[src/rtl/dft4_pkg.sv]
// Package: shared constants of the four-point DFT butterfly.
// Assumes a fixed transform size of four; the pair count follows from it.
package dft4_pkg;
    localparam int NPT  = 4;        // points per transform
    localparam int HALF = NPT / 2;  // sample pairs combined in stage one

    // Output bin lanes, natural order.
    typedef enum int {
        BIN0 = 0,
        BIN1 = 1,
        BIN2 = 2,
        BIN3 = 3
    } bin_e;
endpackage

[src/rtl/dft4_sat.sv]
// Module: dft4_sat
// Clamps a wide two's-complement value into OW bits and flags the clamp.
// Assumes IW > OW. Purely combinational.
module dft4_sat #(
    parameter int IW = 18,
    parameter int OW = 16
) (
    input  logic [IW-1:0] x,
    output logic [OW-1:0] y,
    output logic          clip
);
    localparam int TW = IW - OW + 1;

    logic [TW-1:0] top_bits;
    assign top_bits = x[IW-1:OW-1];

    // Value fits when every bit above the output sign equals that sign.
    always_comb begin
        clip = !((&top_bits) || !(|top_bits));
        if (!clip)
            y = x[OW-1:0];
        else if (x[IW-1])
            y = {1'b1, {(OW-1){1'b0}}};
        else
            y = {1'b0, {(OW-1){1'b1}}};
    end
endmodule

[src/rtl/dft4_stage1.sv]
// Module: dft4_stage1
// First butterfly stage: registered sum and difference of samples k and
// k+2 for each pair, real and imaginary separately, one guard bit added.
// Assumes synchronous active-low reset; data registers load only on valid.
module dft4_stage1
    import dft4_pkg::*;
#(
    parameter int DW = 16
) (
    input  logic                       clk,
    input  logic                       rst_n,
    input  logic                       in_valid,
    input  logic [NPT-1:0][DW-1:0]     a_re,
    input  logic [NPT-1:0][DW-1:0]     a_im,
    output logic                       s1_valid,
    output logic [HALF-1:0][DW:0]      sum_re,
    output logic [HALF-1:0][DW:0]      sum_im,
    output logic [HALF-1:0][DW:0]      dif_re,
    output logic [HALF-1:0][DW:0]      dif_im
);
    localparam int SW = DW + 1;

    logic [HALF-1:0][SW-1:0] sum_re_d, sum_im_d, dif_re_d, dif_im_d;

    for (genvar k = 0; k < HALF; k++) begin : g_pair
        logic [SW-1:0] lo_re, hi_re, lo_im, hi_im;
        assign lo_re = {a_re[k][DW-1], a_re[k]};
        assign hi_re = {a_re[k+HALF][DW-1], a_re[k+HALF]};
        assign lo_im = {a_im[k][DW-1], a_im[k]};
        assign hi_im = {a_im[k+HALF][DW-1], a_im[k+HALF]};
        assign sum_re_d[k] = lo_re + hi_re;
        assign sum_im_d[k] = lo_im + hi_im;
        assign dif_re_d[k] = lo_re - hi_re;
        assign dif_im_d[k] = lo_im - hi_im;
    end

    // Register the pair sums and differences and track the valid strobe.
    always_ff @(posedge clk) begin
        if (!rst_n) begin
            s1_valid <= 1'b0;
            sum_re   <= '0;
            sum_im   <= '0;
            dif_re   <= '0;
            dif_im   <= '0;
        end else begin
            s1_valid <= in_valid;
            if (in_valid) begin
                sum_re <= sum_re_d;
                sum_im <= sum_im_d;
                dif_re <= dif_re_d;
                dif_im <= dif_im_d;
            end
        end
    end
endmodule

[src/rtl/dft4_stage2.sv]
// Module: dft4_stage2
// Second butterfly stage: combines pair results into bins 0..3, applies the
// -j rotation to the odd-pair difference by swap and negate, clamps each
// component to DW bits and registers bins plus the overflow flag.
// Assumes inputs are DW+1 bits wide; internal results are DW+2 bits.
module dft4_stage2
    import dft4_pkg::*;
#(
    parameter int DW = 16
) (
    input  logic                   clk,
    input  logic                   rst_n,
    input  logic                   s1_valid,
    input  logic [HALF-1:0][DW:0]  sum_re,
    input  logic [HALF-1:0][DW:0]  sum_im,
    input  logic [HALF-1:0][DW:0]  dif_re,
    input  logic [HALF-1:0][DW:0]  dif_im,
    output logic                   out_valid,
    output logic [NPT-1:0][DW-1:0] out_re,
    output logic [NPT-1:0][DW-1:0] out_im,
    output logic                   ovfl
);
    localparam int WW = DW + 2;

    logic [WW-1:0] s0_re, s0_im, s1_re, s1_im, d0_re, d0_im;
    logic [WW-1:0] rot_re, rot_im;
    logic [NPT-1:0][WW-1:0] x_re, x_im;
    logic [NPT-1:0][DW-1:0] y_re, y_im;
    logic [NPT-1:0] clip_re, clip_im;

    // Sign-extend stage-one results to the working width.
    always_comb begin
        s0_re = {sum_re[0][DW], sum_re[0]};
        s0_im = {sum_im[0][DW], sum_im[0]};
        s1_re = {sum_re[1][DW], sum_re[1]};
        s1_im = {sum_im[1][DW], sum_im[1]};
        d0_re = {dif_re[0][DW], dif_re[0]};
        d0_im = {dif_im[0][DW], dif_im[0]};
    end

    // Multiply the odd-pair difference by -j: (re, im) becomes (im, -re).
    always_comb begin
        rot_re = {dif_im[1][DW], dif_im[1]};
        rot_im = WW'(0) - {dif_re[1][DW], dif_re[1]};
    end

    // Form the four bins at full working width.
    always_comb begin
        x_re[BIN0] = s0_re + s1_re;
        x_im[BIN0] = s0_im + s1_im;
        x_re[BIN2] = s0_re - s1_re;
        x_im[BIN2] = s0_im - s1_im;
        x_re[BIN1] = d0_re + rot_re;
        x_im[BIN1] = d0_im + rot_im;
        x_re[BIN3] = d0_re - rot_re;
        x_im[BIN3] = d0_im - rot_im;
    end

    for (genvar k = 0; k < NPT; k++) begin : g_clamp
        dft4_sat #(.IW(WW), .OW(DW)) u_sat_re (
            .x    (x_re[k]),
            .y    (y_re[k]),
            .clip (clip_re[k])
        );
        dft4_sat #(.IW(WW), .OW(DW)) u_sat_im (
            .x    (x_im[k]),
            .y    (y_im[k]),
            .clip (clip_im[k])
        );
    end

    // Register clamped bins, the output strobe and the overflow flag.
    always_ff @(posedge clk) begin
        if (!rst_n) begin
            out_valid <= 1'b0;
            ovfl      <= 1'b0;
            out_re    <= '0;
            out_im    <= '0;
        end else begin
            out_valid <= s1_valid;
            ovfl      <= s1_valid && ((|clip_re) || (|clip_im));
            if (s1_valid) begin
                out_re <= y_re;
                out_im <= y_im;
            end
        end
    end
endmodule

[src/rtl/dft4_butterfly.sv]
// Module: dft4_butterfly (top)
// Two-cycle pipelined four-point DFT with clamping and overflow report.
// Assumes synchronous active-low reset; accepts one sample set per cycle.
module dft4_butterfly
    import dft4_pkg::*;
#(
    parameter int DW = 16
) (
    input  logic                   clk,
    input  logic                   rst_n,
    input  logic                   in_valid,
    input  logic [NPT-1:0][DW-1:0] in_re,
    input  logic [NPT-1:0][DW-1:0] in_im,
    output logic                   out_valid,
    output logic [NPT-1:0][DW-1:0] out_re,
    output logic [NPT-1:0][DW-1:0] out_im,
    output logic                   ovfl
);
    logic                  s1_valid;
    logic [HALF-1:0][DW:0] sum_re, sum_im, dif_re, dif_im;

    dft4_stage1 #(.DW(DW)) u_stage1 (
        .clk      (clk),
        .rst_n    (rst_n),
        .in_valid (in_valid),
        .a_re     (in_re),
        .a_im     (in_im),
        .s1_valid (s1_valid),
        .sum_re   (sum_re),
        .sum_im   (sum_im),
        .dif_re   (dif_re),
        .dif_im   (dif_im)
    );

    dft4_stage2 #(.DW(DW)) u_stage2 (
        .clk       (clk),
        .rst_n     (rst_n),
        .s1_valid  (s1_valid),
        .sum_re    (sum_re),
        .sum_im    (sum_im),
        .dif_re    (dif_re),
        .dif_im    (dif_im),
        .out_valid (out_valid),
        .out_re    (out_re),
        .out_im    (out_im),
        .ovfl      (ovfl)
    );
endmodule

[config.mk]
export PLATFORM = sky130hd
export DESIGN_NAME = dft4_butterfly
export DESIGN_NICKNAME = d
export VERILOG_FILES = /design/src/rtl/dft4_pkg.sv /design/src/rtl/dft4_sat.sv /design/src/rtl/dft4_stage1.sv /design/src/rtl/dft4_stage2.sv /design/src/rtl/dft4_butterfly.sv
export SDC_FILE = /design/constraint.sdc
export NUM_CORES = 1
export LEC_CHECK = 0
export ABC_AREA = 1
export BUFFER_PORTS_ARGS = -buffer_cell sky130_fd_sc_hd__buf_2
export CORE_MARGIN = 2
export CORE_UTILIZATION = 55
export DETAILED_ROUTE_END_ITERATION = 10
export GPL_ROUTABILITY_DRIVEN = 1
export PLACE_DENSITY = 0.79
export SLEW_MARGIN = 30
export SYNTH_ARGS = -nofsm -noshare
export SYNTH_HDL_FRONTEND = slang
export SYNTH_HIERARCHICAL = 1
export SYNTH_SLANG_ARGS = --single-unit
[constraint.sdc]
create_clock -name clk -period 4.6 [get_ports clk]
set_input_delay 1.38 -clock clk [delete_from_list [all_inputs] [get_ports clk]]
set_output_delay 1.38 -clock clk [all_outputs]
set_load 0.01 [all_outputs]
# Word level (Yosys, flattened, before mapping)
# Index checks and enable logic that the tools add are counted.
[classes]
add_sub_neg = 17
mux = 16
reduce_logical = 44
[op_table]
columns = ["op", "n"]
rows = [
  ["16-bit two-way mux", 16],
  ["16-bit by 16-bit adder with 17-bit output", 4],
  ["16-bit by 16-bit subtractor with 17-bit output", 4],
  ["17-bit by 17-bit adder with 18-bit output", 3],
  ["17-bit by 17-bit subtractor with 18-bit output", 3],
  ["3-bit AND reduction", 8],
  ["3-bit OR reduction", 8],
  ["18-bit adder", 1],
  ["1-bit by 17-bit subtractor with 18-bit output, first input constant", 1],
  ["18-bit subtractor", 1],
  ["1-bit logical NOT", 16],
  ["1-bit logical OR", 9],
  ["4-bit OR reduction", 2],
  ["1-bit logical AND", 1],
]
[word_totals]
ff_bits = 267
in_bits = 131
out_inout_bits = 130
word_cells = 96

# Longest topological paths before layout
[depth]
depth_word = 9
depth_mapped = 26
depth_no_buf = 25

# Modules after synthesis
# The synthesis kept the hierarchy.
[by_module_without_submodules]
columns = ["module", "n_inst", "cells_per_inst", "area_per_inst_um2", "seq_area_each_um2"]
rows = [
  ["dft4_stage1", 1, 2218, 12922.4, 2662.6],
  ["dft4_stage2", 1, 2147, 12813.5, 2602.5],
  ["dft4_sat", 8, 42, 177.7, 0.0],
]

# Least setup slack after synthesis
# Ideal clock, no wire load.
[synth_path]
path_type = "flip-flop to flip-flop"
from = "reg u_stage1/dif_re[17] (netlist name)"
to = "reg u_stage2.ovfl"
setup_time_ns = 0.127
arrival_ns = 3.025
required_ns = 4.473
slack_ns = 1.448
stages_incl_launch_ff = 24
path_buffers = 1
period_less_slack_ns = 3.152
path_cell_list = "dfxtp_1 inv_1 ha_1 nand3_1 inv_1 nand2_1 nor2_1 nand4_1 xor2_1 ha_1 buf_2 a21oi_1 o21ai_0 nand2_1 and2_1 nand2_1 nand2_1 nand2_1 inv_2 nand2_1 nand2_1 inv_1 nor4_1 a21oi_1"
[synth_rtl]
columns = ["element", "line_no", "source"]
rows = [
  ["start, declared", "dft4_stage1.sv:18", "output logic [HALF-1:0][DW:0] dif_re,"],
  ["start signal, assigned", "dft4_stage1.sv:50", "dif_re <= dif_re_d;"],
  ["end signal, assigned", "dft4_stage2.sv:81", "ovfl <= s1_valid && ((|clip_re) || (|clip_im));"],
  ["end, declared", "dft4_stage2.sv:21", "output logic ovfl"],
]

==> impl_metrics.py <==
metrics = {
    "clocking": {
        "cts_sinks": 263,
        "cts_max_level": 1,
        "clockBufferDepth": 3,
        "cts_tree": "yes",
        "ctsHoldBuffers": 0,
        "cts-root-buf": "clkbuf_16",
        "insertion_delay_ns": 0.57,
        "cts_buffers": 29,
        "path_clk_slew_ns": 0.07,
        "postCtsSetupRepairBufs": 0,
        "cts.repair.resized": 0,
    },
    "synthesis": {
        "postSynthCellCount": 4701,
        "synth_area_leaders": "dfxtp_1 (19%), nand2_1 (19%), ha_1 (12%), nor2_1 (10%), inv_1 (10%)",
        "synth-async-reset-ratio_pct": 0,
        "syn-num-nets": 5115,
        "yosysSeqAreaShare_pct": 19.4,
        "synthFlopType": "dfxtp_1",
        "synth_area_um2": 27200,
        "synth_top_cell_area_share_pct": 19.4,
        "syn_area_per_cell_um2": 5.78,
        "synth-edff-count": 0,
        "yosys_warnings": 6,
        "yosys.area.top_type": "dfxtp_1",
        "ys_seq_elements": 263,
        "synth.distinct_cells": 42,
    },
    "cells_and_area": {
        "area.growth.synth_to_final_pct": 7.72,
        "fill_cells": 5065,
        "nets": 5226,
        "drive_above_1_share_pct": 8.67,
    },
    "pwr": {
        "leakage_nw": 17.5,
        "powerDensity_nw_per_um2": 336,
        "vdd_drop_max_mv": 0.239,
    },
    "drt": {
        "route.detailed.drc": 0,
        "drt_first_pass_iters": 7,
        "wl_per_cell_um": 15.3,
        "vias": 28657,
        "drtIter0Drc": 2817,
        "via_per_inst": 5.21,
        "wirelength_um": 83900,
        "ant_nets": 0,
    },
    "critical_path": {
        "cp_max_fo": 15,
        "path_class": "flip-flop to flip-flop",
        "arrival_ns": 4.40,
        "cp.required_ns": 5.05,
        "endpoint_kind": "flip-flop",
        "critical_path.startpoint_type": "flip-flop",
    },
    "floorplanning": {
        "start_util_pct": 55.6,
        "dieHeight_um": 226,
        "rows": 81,
        "fp.dieArea_um2": 51200,
        "coreArea_um2": 48800,
        "io_pins": 261,
        "die_x_um": 226,
    },
    "global_route": {
        "track_usage_pct": 32.3,
        "grt_pass1_wl_um": 133000,
        "grt_antenna_before_repair": 3,
        "grt.overflow.total": 0,
        "top_usage_layer": "met1",
        "grt_pass1_vias": 25172,
        "use_met2_pct": 48.4,
        "grt_use_met1_pct": 49.1,
        "use_met3_pct": 3.27,
        "grt_max_degree": 175,
    },
    "outcome": {
        "status": "finished, final reports clean",
    },
    "timing": {
        "period_minus_slack_ns": 3.94,
        "setup_violations": 0,
        "drv_slew": 0,
        "rsz0062_at_grt": "false",
        "timing.final.crit_share_pct": 85.7,
        "hold_viol": 0,
        "fmax_ghz": 0.254,
        "finalClockSkew_ns": 0.0170,
        "relSlewSlack_pct": 44.6,
        "worst_pin_slew_ns": 0.831,
        "setup_tns_ns": 0,
        "whs_ns": 0.488,
    },
    "flow_run": {
        "cap_violations": 0,
    },
    "placed_design": {
        "globalplace.congestion": 1.04,
        "place.port_buffers": 260,
        "place_hpwl_um": 67300,
    },
    "min_path": {
        "hp-class": "flip-flop to flip-flop",
    },
}
sequential cells by signal (all words and copies together) (netlist names):
register            count
u_stage2/out_re        64
u_stage1/s1_valid       1
u_stage1/dif_re        34
u_stage1/dif_im        33
u_stage1/sum_re        32
u_stage1/sum_im        33
u_stage2/out_valid      1
u_stage2/out_im        64
u_stage2/ovfl           1
cell families after synthesis:
family	count (synthesis)	share of synthesized area, %
and+or+nand+nor	2527	37.5
adders and majority gates	283	13.5
DFF	263	19.4
xor gates and xnor gates	116	3.74
AOI/OAI and AO/OA	545	11.0
buffers and inverters	967	14.9
cell usage after synthesis, types with 6 or more instances:
cell	count
buf_4	36
fa_1	16
o211ai_1	15
a21oi_2	21
nor4_1	8
nand3_1	288
inv_1	753
and2_1	11
nand4_1	21
o21ai_2	12
buf_2	67
clkbuf_1	56
nand2_2	31
dfxtp_1	263
inv_2	24
ha_1	267
o21bai_1	26
a21oi_1	194
nand2_1	1350
xor2_1	100
buf_6	22
nor3_1	37
o21ai_0	265
clkbuf_2	6
nand3b_1	6
xnor2_1	16
nor2_1	756
metrics by stage:
step           worst slack [ns]  area (um2)  utilization, %  power (W)  instances
5_1_grt                   0.206       29300            59.9     0.0105       5496
2_1_floorplan              1.45       27200               -    0.00618       4701
3_5_place_dp              0.721       28300            57.9    0.00735       5445
6_report                  0.656       29300            59.9    0.00982       5496
4_1_cts                   0.682       29300            59.9    0.00975       5495
3_3_place_gp              0.853       28300            57.9    0.00732       5445
placed cells by master, fill, tap and decap left out, types with 3 or more instances in the layout:
cell type | Yosys | final
a21oi_1 | 194 | 194
nor3_1 | 37 | 37
o21bai_1 | 26 | 26
o21ai_1 | 3 | 3
buf_2 | 67 | 258
nor2_1 | 756 | 756
xor2_1 | 100 | 100
inv_1 | 753 | 752
nand4_1 | 21 | 21
nor4_1 | 8 | 8
xnor2_1 | 16 | 16
o21ai_2 | 12 | 12
o21ai_0 | 265 | 265
clkbuf_8 | 1 | 7
ha_1 | 267 | 267
bufinv_16 | 0 | 3
or2_0 | 3 | 3
a21oi_2 | 21 | 21
dfxtp_1 | 263 | 262
and2_1 | 11 | 11
nand3b_1 | 6 | 6
fa_1 | 16 | 16
nor2_4 | 5 | 5
clkbuf_1 | 56 | 8
inv_2 | 24 | 24
nand2_2 | 31 | 31
o211ai_1 | 15 | 15
nor2_2 | 5 | 5
nand3_1 | 288 | 288
nand2_1 | 1350 | 1350
clkbuf_16 | 0 | 29
a21o_1 | 5 | 5
nand3_2 | 3 | 3
buf_4 | 36 | 8
layout make-up:
type                    instances  area (um2)  area share, %
multi-input cells            3471       17900           61.0
flip-flops and latches        263        5270           18.0
inverters                     777        2920           9.97
repair buffers                270        1410           4.83
clock buffers                  44         852           2.91
well taps                     664         831           2.84
clock inverters                 6         111          0.381
diodes                          1        2.50        0.00855
layer usage:
metal | part of all wire (%) | vias up | wire [um]
met5 | 0 | - | 0
met4 | 2.2 | 0 | 1830
met3 | 8.2 | 95 | 6920
met2 | 41 | 1055 | 34800
met1 | 48 | 12904 | 40400
li1 | - | 14603 | -
worst paths after layout:
path	startpoint	end	slack (ns)	cells after the start
setup / recovery	u_stage1/dif_re[17]	u_stage2/out_im[61]	0.66	20
hold / removal	u_stage2/out_re[0]	u_stage2/out_re[0]	0.49	2
setup reg to reg	u_stage1/dif_re[17]	u_stage2/out_im[61]	0.66	20
hold reg to reg	u_stage2/out_re[0]	u_stage2/out_re[0]	0.49	2
critical path, cell delays in order, from the launching register on:
cell     delay [ns]
dfxtp_1        0.39
inv_1          0.14
ha_1           0.19
nand3_1        0.13
inv_1          0.09
nand2_1        0.08
nor2_1         0.21
nand4_1        0.18
xor2_1         0.19
ha_1           0.49
o21ai_0        0.23
a21oi_1        0.26
nor2_1         0.07
nor2_1         0.12
nand2_1        0.07
nand2_1        0.05
nand2_1        0.11
o21ai_2        0.50
nand2_1        0.12
nor2_1         0.12
nor2_1         0.07
where the power goes:
| group | total [W] | switching (W) | leakage, nW | internal [W] |
|---|---|---|---|---|
| clock | 0.00240 | 0.000968 | 0.468 | 0.00143 |
| sequential | 0.00273 | 0.000221 | 2.18 | 0.00250 |
| combinational | 0.00469 | 0.00321 | 14.8 | 0.00148 |
| total | 0.00982 | 0.00440 | 17.5 | 0.00542 |
Power figures use the tool's default switching activity.
